File: config.mk
export PLATFORM = sky130hd
export DESIGN_NAME = sup_return_arb
export DESIGN_NICKNAME = d
export VERILOG_FILES = /design/src/rtl/sup_return_arb.sv
export SDC_FILE = /design/constraint.sdc
export NUM_CORES = 1
export LEC_CHECK = 0
export ABC_AREA = 1
export CAP_MARGIN = 25
export CORE_MARGIN = 2
export CORE_UTILIZATION = 36
export CTS_BUF_LIST = sky130_fd_sc_hd__clkbuf_16
export DETAILED_ROUTE_END_ITERATION = 16
export PLACE_DENSITY = 0.81
export SLEW_MARGIN = 20
export SYNTH_ARGS = -nofsm -noshare
export SYNTH_HDL_FRONTEND = slang
export SYNTH_SLANG_ARGS = --single-unit
File: constraint.sdc
create_clock -name clk -period 8 [get_ports clk]
set_clock_uncertainty 0.05 [all_clocks]
set_input_delay 1.6 -clock clk [delete_from_list [all_inputs] [get_ports clk]]
set_output_delay 1.6 -clock clk [all_outputs]
set_load 0.02 [all_outputs]
File: src/rtl/sup_return_arb.sv
module sup_return_arb #(
  parameter int NREQ   = 4,
  parameter int PRIO_W = 3,
  parameter int DATA_W = 16,
  parameter int LINES  = 5,
  localparam int IW = (NREQ > 1) ? $clog2(NREQ) : 1,
  localparam int CW = $clog2(LINES + 1)
) (
  input  logic                 clk,
  input  logic                 rst_n,
  input  logic                 start,
  input  logic [PRIO_W-1:0]    thread_prio,
  input  logic [1:0]           frame_priv,
  input  logic [3:0]           frame_kind,
  input  logic [1:0]           cur_priv,
  input  logic [NREQ-1:0]      req_valid,
  input  logic [NREQ*PRIO_W-1:0] req_prio,
  input  logic [NREQ*2-1:0]    req_priv,
  input  logic                 rsp_valid,
  input  logic [DATA_W-1:0]    rsp_data,
  output logic                 busy,
  output logic                 fetch_req,
  output logic                 rf_wr_en,
  output logic [CW-1:0]        rf_wr_line,
  output logic [DATA_W-1:0]    rf_wr_data,
  output logic                 done,
  output logic                 redirect,
  output logic                 tgt_thread,
  output logic [IW-1:0]        tgt_idx,
  output logic [1:0]           tgt_priv,
  output logic [1:0]           rf_bank,
  output logic                 bank_swap,
  output logic [3:0]           resume_kind
);

  typedef enum logic [1:0] {S_IDLE, S_FETCH, S_CHECK, S_DRAIN} st_t;

  st_t              st;
  logic [CW-1:0]    cnt;
  logic [PRIO_W-1:0] thr_q;
  logic [1:0]       fpriv_q;
  logic [3:0]       kind_q;

  logic             found;
  logic [PRIO_W-1:0] best;
  logic [IW-1:0]    win;
  logic [PRIO_W-1:0] cmp_prio;
  logic             preempt;
  logic [CW-1:0]    seen;

  always_comb begin
    found = 1'b0;
    best  = '0;
    win   = '0;
    for (int i = 0; i < NREQ; i++) begin
      if (req_valid[i] && (!found || req_prio[i*PRIO_W +: PRIO_W] > best)) begin
        found = 1'b1;
        best  = req_prio[i*PRIO_W +: PRIO_W];
        win   = IW'(i);
      end
    end
  end

  assign cmp_prio   = (st == S_IDLE) ? thread_prio : thr_q;
  assign preempt    = found && (best > cmp_prio);
  assign busy       = (st != S_IDLE);
  assign rf_wr_en   = (st == S_FETCH) && rsp_valid && !preempt;
  assign rf_wr_line = cnt;
  assign rf_wr_data = rsp_data;
  assign seen       = cnt + CW'(rsp_valid);

  always_ff @(posedge clk) begin
    if (!rst_n) begin
      st          <= S_IDLE;
      cnt         <= '0;
      thr_q       <= '0;
      fpriv_q     <= '0;
      kind_q      <= '0;
      fetch_req   <= 1'b0;
      done        <= 1'b0;
      redirect    <= 1'b0;
      tgt_thread  <= 1'b0;
      tgt_idx     <= '0;
      tgt_priv    <= '0;
      rf_bank     <= '0;
      bank_swap   <= 1'b0;
      resume_kind <= '0;
    end else begin
      fetch_req <= 1'b0;
      done      <= 1'b0;
      redirect  <= 1'b0;
      case (st)
        S_IDLE: if (start) begin
          thr_q   <= thread_prio;
          fpriv_q <= frame_priv;
          kind_q  <= frame_kind;
          cnt     <= '0;
          if (preempt) begin
            redirect   <= 1'b1;
            tgt_thread <= 1'b0;
            tgt_idx    <= win;
            tgt_priv   <= req_priv[win*2 +: 2];
            rf_bank    <= cur_priv;
            bank_swap  <= 1'b0;
          end else begin
            fetch_req <= 1'b1;
            st        <= S_FETCH;
          end
        end
        S_FETCH: begin
          if (preempt) begin
            redirect   <= 1'b1;
            tgt_thread <= 1'b0;
            tgt_idx    <= win;
            tgt_priv   <= req_priv[win*2 +: 2];
            rf_bank    <= cur_priv;
            bank_swap  <= 1'b0;
            cnt        <= seen;
            st         <= (seen == CW'(LINES)) ? S_IDLE : S_DRAIN;
          end else if (rsp_valid) begin
            cnt <= seen;
            if (seen == CW'(LINES)) st <= S_CHECK;
          end
        end
        S_CHECK: begin
          st <= S_IDLE;
          if (preempt) begin
            redirect   <= 1'b1;
            tgt_thread <= 1'b0;
            tgt_idx    <= win;
            tgt_priv   <= req_priv[win*2 +: 2];
            rf_bank    <= cur_priv;
            bank_swap  <= 1'b0;
          end else begin
            done        <= 1'b1;
            tgt_thread  <= 1'b1;
            tgt_priv    <= fpriv_q;
            rf_bank     <= fpriv_q;
            bank_swap   <= (fpriv_q != cur_priv);
            resume_kind <= kind_q;
          end
        end
        default: if (rsp_valid) begin
          cnt <= seen;
          if (seen == CW'(LINES)) st <= S_IDLE;
        end
      endcase
    end
  end

  p_excl_r5: assert property (@(posedge clk) disable iff (!rst_n)
    !(done && redirect));
  p_done_pulse_r5: assert property (@(posedge clk) disable iff (!rst_n)
    done |=> !done);
  p_done_thread_r5: assert property (@(posedge clk) disable iff (!rst_n)
    done |-> (tgt_thread && !busy));
  p_fetch_busy_r3: assert property (@(posedge clk) disable iff (!rst_n)
    fetch_req |-> busy);
  p_line_range_r4: assert property (@(posedge clk) disable iff (!rst_n)
    rf_wr_en |-> (rf_wr_line < CW'(LINES)));
  p_drain_quiet_r6: assert property (@(posedge clk) disable iff (!rst_n)
    (st == S_DRAIN) |-> (!rf_wr_en && !done));
  p_redirect_bank_r8: assert property (@(posedge clk) disable iff (!rst_n)
    redirect |-> (!bank_swap && !tgt_thread));
  p_busy_nostart_r9: assert property (@(posedge clk) disable iff (!rst_n)
    (busy && start) |=> !fetch_req);

endmodule

==> results_dict.tcl, run 1 <==
set metrics [dict create \
    drt-total-wl_um 4664 \
    cts_hold_buf 0 \
    max_freq_mhz 133.3 \
    final_hold_viol_count 0 \
    min_path_cells 2 \
    slowest_stage "clkdlybuf4s50_1" \
    nets 411 \
    power_uw 876.1 \
    critPathKind "in2out" \
    synth_common_cells "58 x nand2_1, 32 x nor2_1, 29 x dfxtp_1" \
    antenna_found_initial 0 \
    rr_endpoint "tgt_priv[1]" \
    ir_worst_vdd_uv 146.9 \
    firstDrtPassIters 4 \
    final_util 0.5112 \
    relSlewSlack 0.6229 \
    run_status "completed" \
    grt_usage 0.1573 \
    rsz0062_at_grt "no" \
    globalRouteOverflowTotal 0 \
    post-synth-top-count-cell "nand2_1" \
    synth_ff_type "dfxtp_1" \
    clk_latency_ns 0.27 \
    cts_made_buffers 5 \
    synth_edf_count 0 \
    syn_inst 288 \
    dp.cells 403 \
    worstPathMaxFanout 7 \
    clock_path_buffers 2 \
    crit_path_end_kind "primary output" \
    min_to "thr_q[2]" \
    vias 1950 \
    synth_area_leaders "dfxtp_1 28%, ha_1 11%, nand2_1 11%" \
    swShare 0.4020 \
    area_growth_pct 37.61 \
    async_flop_share 0 \
    cts_tree "built" \
    p_switching_uw 352.2 \
    power_frac_seq 0.240 \
    startpoint_type "primary input" \
    arrival_ns 5.85 \
    internal-power_uw 523.9 \
    r2r_slack_ns 5.35 \
    crit_required_ns 6.35 \
    slew_viol_final 0 \
    ant_nets 0 \
    seq_area_frac_synth 0.2838 \
    r2r-start "st[1]" \
    leakage_nw 1.282 \
    synth_cell_types 35 \
    grt_pass1_vias 1863 \
    ys_ff_latch 29 \
    clkSinkCount 29 \
    pin_count 91 \
    yosysTopAreaCell "dfxtp_1" \
    reg2reg_depth 15 \
    dieArea_um2 6301 \
    portBuffers 58 \
    clk_pin_slew_ns 0.05 \
    grt_pass1_wl_um 7948 \
    setup_viol 0 \
    core-area_um2 5507 \
    finalCritPeriodShare 0.9376 \
    period_minus_slack_ns 7.501 \
    cap_violations 0 \
    drive_gt1_frac 0.1298 \
    cts-root-buf "clkbuf_16" \
    power_density_nw_per_um2 311.2 \
    synth_top_area_share 0.2838 \
    dp_hpwl_um 3753 \
    postSynthAreaPerCell_um2 7.103 \
    rows 27 \
    syn-num-nets 361 \
    final_cell_count_no_fill 411 \
    holdCritStartpoint "thr_q[2]" \
    gp_congestion 0.8803 \
    clkPwrFrac 0.236 \
    yosys_warnings 0 \
    via_per_inst 4.745 \
    fp.dieH_um 79.38 \
    grt_max_degree 19 \
    cts.htree.levels 2 \
    p_comb_frac 0.524 \
    cp_common_cell "nand2_1" \
    worst_pin_slew_ns 0.5639 \
    route.detailed.drc 0 \
    wl_per_cell_um 11.35 \
    drt_iter0_markers 76 \
    hold_path.class "reg2reg" \
    n_antenna_cell 0 \
    critPathMaxStageDelay_ns 0.47 \
    start_util 0.3715 \
    die_x_um 79.38 \
    synth_area_um2 2046 \
]
power by group through the flow:
stage / registers, mW / logic, mW / clock network, mW
6_report: 0.210 / 0.459 / 0.207
5_1_grt: 0.215 / 0.508 / 0.222
4_1_cts: 0.210 / 0.455 / 0.210
3_5_place_dp: 0.213 / 0.454 / 0
3_3_place_gp: 0.212 / 0.442 / 0
2_1_floorplan: 0.242 / 0.285 / 0
worst max-delay path, delay by kind of cell:
kind            cells  cell delay (ns)
compound gates      7             0.88
fa+ha+maj           4             1.15
buf+inv             5             0.93
simple gates       17             1.30
final cells by class:
cell class                      instances  area [um2]
Clock buffer                            5       125.1
Inverter                               34       140.1
Sequential cell                        29       580.6
Fill cell                             547        2691
Tap cell                               72       90.09
Clock inverter                          3       41.29
Multi-Input combinational cell        204        1212
Timing Repair Buffer                   64       625.6
placed cells by master (no fill, tap or decap), drive strengths merged, types with 2 or more instances in the layout:
cell / instances
nand3: 18
clkbuf: 5
o21ai: 34
clkdlybuf4s50: 56
nor2: 35
nand2: 58
buf: 7
nor3: 5
inv: 34
a21oi: 24
ha: 18
xor2: 2
dfxtp: 29
nand3b: 2
stage by stage:
stage | hold WS [ns] | setup slack (ns) | cell area (um2) | TNS (ns)
floorplan | 0.3947 | 0.9772 | 2046 | 0
global placement | 0.4036 | 0.05788 | 2618 | 0
detailed placement | 0.4102 | -0.1847 | 2618 | -0.1847
CTS | 0.4181 | 0.06813 | 2783 | 0
global route | 0.4341 | 0.08455 | 2815 | 0
finish | 0.4167 | 0.4990 | 2815 | 0
sequential cells by signal (all words and copies together), names as in the netlist:
signal,flops
bank_swap,1
done,1
fetch_req,1
fpriv_q,2
kind_q,4
redirect,1
resume_kind,4
rf_bank,2
rf_wr_line,3
st,2
tgt_idx,2
tgt_priv,2
tgt_thread,1
thr_q,3
routing by layer:
| layer | track usage | wire (um) |
|---|---|---|
| met1 | 0.1894 | 2095 |
| met2 | 0.2754 | 2297 |
| met3 | 0.03959 | 225 |
| met4 | 0.04655 | 45 |
| met5 | 0 | 0 |
logic make-up after synthesis:
kind of cell,Yosys count,synth area share
flip-flops,29,0.2838
XOR/XNOR,3,0.01285
AO/OA/AOI/OAI,62,0.1792
AND/OR/NAND/NOR,120,0.2704
multiplexers,1,0.004893
adder cells (fa/ha/maj),18,0.1101
buffers and inverters,55,0.1388
worst max-delay path by stage:
stage,startpoint,end,cells past startpoint
2_1_floorplan,req_prio[2],rf_wr_en,32
3_3_place_gp,req_valid[0],rf_wr_en,32
3_5_place_dp,req_valid[0],rf_wr_en,32
4_1_cts,req_valid[0],rf_wr_en,32
5_1_grt,req_prio[2],rf_wr_en,33
6_report,req_prio[2],rf_wr_en,33
repair_timing:
action	4_1_cts	5_1_grt
hold endpoints to repair	0	0
endpoints found under the setup margin	1	1
setup buffers	0	0
pin swaps	0	1
resized for setup	1	12
gates cloned	0	0
No activity file was read; power rests on OpenSTA's default activity.
==> run 2, diff against run 1 <==
- PLACE_DENSITY: 0.81 -> 0.83
- SKIP_LAST_GASP: default -> 1
- clock period: 8 -> 6.9 ns (I/O delays scaled with it)
==> results_dict.tcl, run 2 (synthesized netlist as in run 1, its figures left out) <==
set metrics [dict create \
    grt_pass1_wl_um 8562 \
    vias 2047 \
    globalRouteOverflowTotal 0 \
    worst_pin_slew_ns 0.5547 \
    slowest_stage "ha_1" \
    finalCritPeriodShare 0.9551 \
    cts_tree "built" \
    pin_count 91 \
    relSlewSlack 0.6290 \
    clock_path_buffers 2 \
    slew_viol_final 0 \
    drt_iter0_markers 71 \
    nets 424 \
    setup_viol 0 \
    dp_worst_setup_slack_ns -0.8312 \
    rr_endpoint "tgt_priv[1]" \
    dp_hpwl_um 3859 \
    r2r-start "st[1]" \
    cts_made_buffers 5 \
    rows 27 \
    run_status "completed" \
    fill_cells 524 \
    fp.dieH_um 79.38 \
    gp_congestion 0.8314 \
    core-area_um2 5507 \
    setup_ws_ns 0.3100 \
    final_hold_viol_count 0 \
    wl_per_cell_um 12.48 \
    power_density_nw_per_um2 349.6 \
    antenna_found_initial 0 \
    firstDrtPassIters 4 \
    cap_violations 0 \
    min_path_cells 2 \
    clk_pin_slew_ns 0.05 \
    critPathMaxStageDelay_ns 0.34 \
    crit_path_end_kind "primary output" \
    arrival_ns 5.16 \
    dp.cells 411 \
    startpoint "req_valid[0]" \
    leakage_nw 1.409 \
    dieArea_um2 6301 \
    startpoint_type "primary input" \
    max_freq_mhz 151.7 \
    grt_pass1_vias 1940 \
    drt-total-wl_um 5278 \
    ir_worst_vdd_uv 145.0 \
    start_util 0.3715 \
    area_growth_pct 48.07 \
    ant_nets 0 \
    final_common_cell "clkdlybuf4s50_1" \
    critPathKind "in2out" \
    clk_latency_ns 0.28 \
    n_antenna_cell 0 \
    final_cell_count_no_fill 423 \
    die_x_um 79.38 \
    final_cell_mix "50 x clkdlybuf4s50_1, 48 x nand2_1, 31 x nor2_1" \
    reg_top3 "kind_q x4, resume_kind x4" \
    clkSinkCount 29 \
    cts.htree.levels 2 \
    cts-root-buf "clkbuf_16" \
    route.detailed.drc 0 \
    worstPathMaxFanout 7 \
    drive_gt1_frac 0.2165 \
    portBuffers 58 \
    cts_hold_buf 0 \
    grt_max_degree 19 \
    reg2reg_depth 16 \
    cp_common_cell "nand2_1" \
    r2r_slack_ns 4.20 \
    crit_required_ns 5.47 \
    setup_tns_ns 0 \
    power_mw 1.059 \
    period_minus_slack_ns 6.590 \
    hold_path.class "reg2reg" \
    grt_usage 0.1737 \
    final_util 0.5501 \
    crit_end "rf_wr_en" \
    via_per_inst 4.839 \
]
==> run 2: power by group <==
part           switching, mW  internal [mW]  total (mW)
logic                  0.331          0.245       0.576
registers             0.0283          0.216       0.244
clock network         0.0722          0.167       0.239
total                  0.431          0.628        1.06
==> run 2: critical path, delay by kind of cell <==
kind                     cells  cell delay (ns)
AND/OR/NAND/NOR             18             1.43
buffers and inverters        4             0.39
adder cells (fa/ha/maj)      4             1.20
AO/OA/AOI/OAI                7             0.74
==> run 2: how the worst min path moves through the flow <==
| stage | slack [ns] | startpoint | to |
|---|---|---|---|
| 2_1_floorplan | 0.39 | thr_q[2] | thr_q[2] |
| 3_3_place_gp | 0.40 | thr_q[2] | thr_q[2] |
| 3_5_place_dp | 0.41 | thr_q[2] | thr_q[2] |
| 4_1_cts | 0.42 | thr_q[2] | thr_q[2] |
| 5_1_grt | 0.43 | thr_q[2] | thr_q[2] |
| 6_report | 0.41 | thr_q[2] | thr_q[2] |
==> run 2: what timing repair did <==
action                                 CTS  global route
gates cloned                             0             0
resized for setup                       23            26
endpoints found under the hold margin    0             0
pin swaps                                7            23
setup endpoints to repair                1             1
buffers inserted                         2             3
==> run 2: routing by layer <==
layer / wire, um / up-vias / global-route usage
met5: 0 / - / 0
met1: 2153 / 914 / 0.1892
li1: - / 1053 / -
met4: 77 / 0 / 0.06552
met2: 2715 / 71 / 0.3169
met3: 331 / 9 / 0.04977
==> run 2: per-stage QoR <==
step           area, um2  hold WS, ns
2_1_floorplan       2046       0.3947
3_3_place_gp        2678       0.4022
3_5_place_dp        2678       0.4094
4_1_cts             2923       0.4172
5_1_grt             3029       0.4326
6_report            3029       0.4125
==> run 2: final cells by class <==
class / count / area, um2 / share of cell area
clock buffer: 5 / 125.1 / 0.04131
clock inverter: 2 / 35.03 / 0.01157
inverter: 34 / 140.1 / 0.04626
multi-input combinational: 204 / 1324 / 0.4370
sequential: 29 / 580.6 / 0.1917
tap: 72 / 90.09 / 0.02974
timing repair buffer: 77 / 734.5 / 0.2425
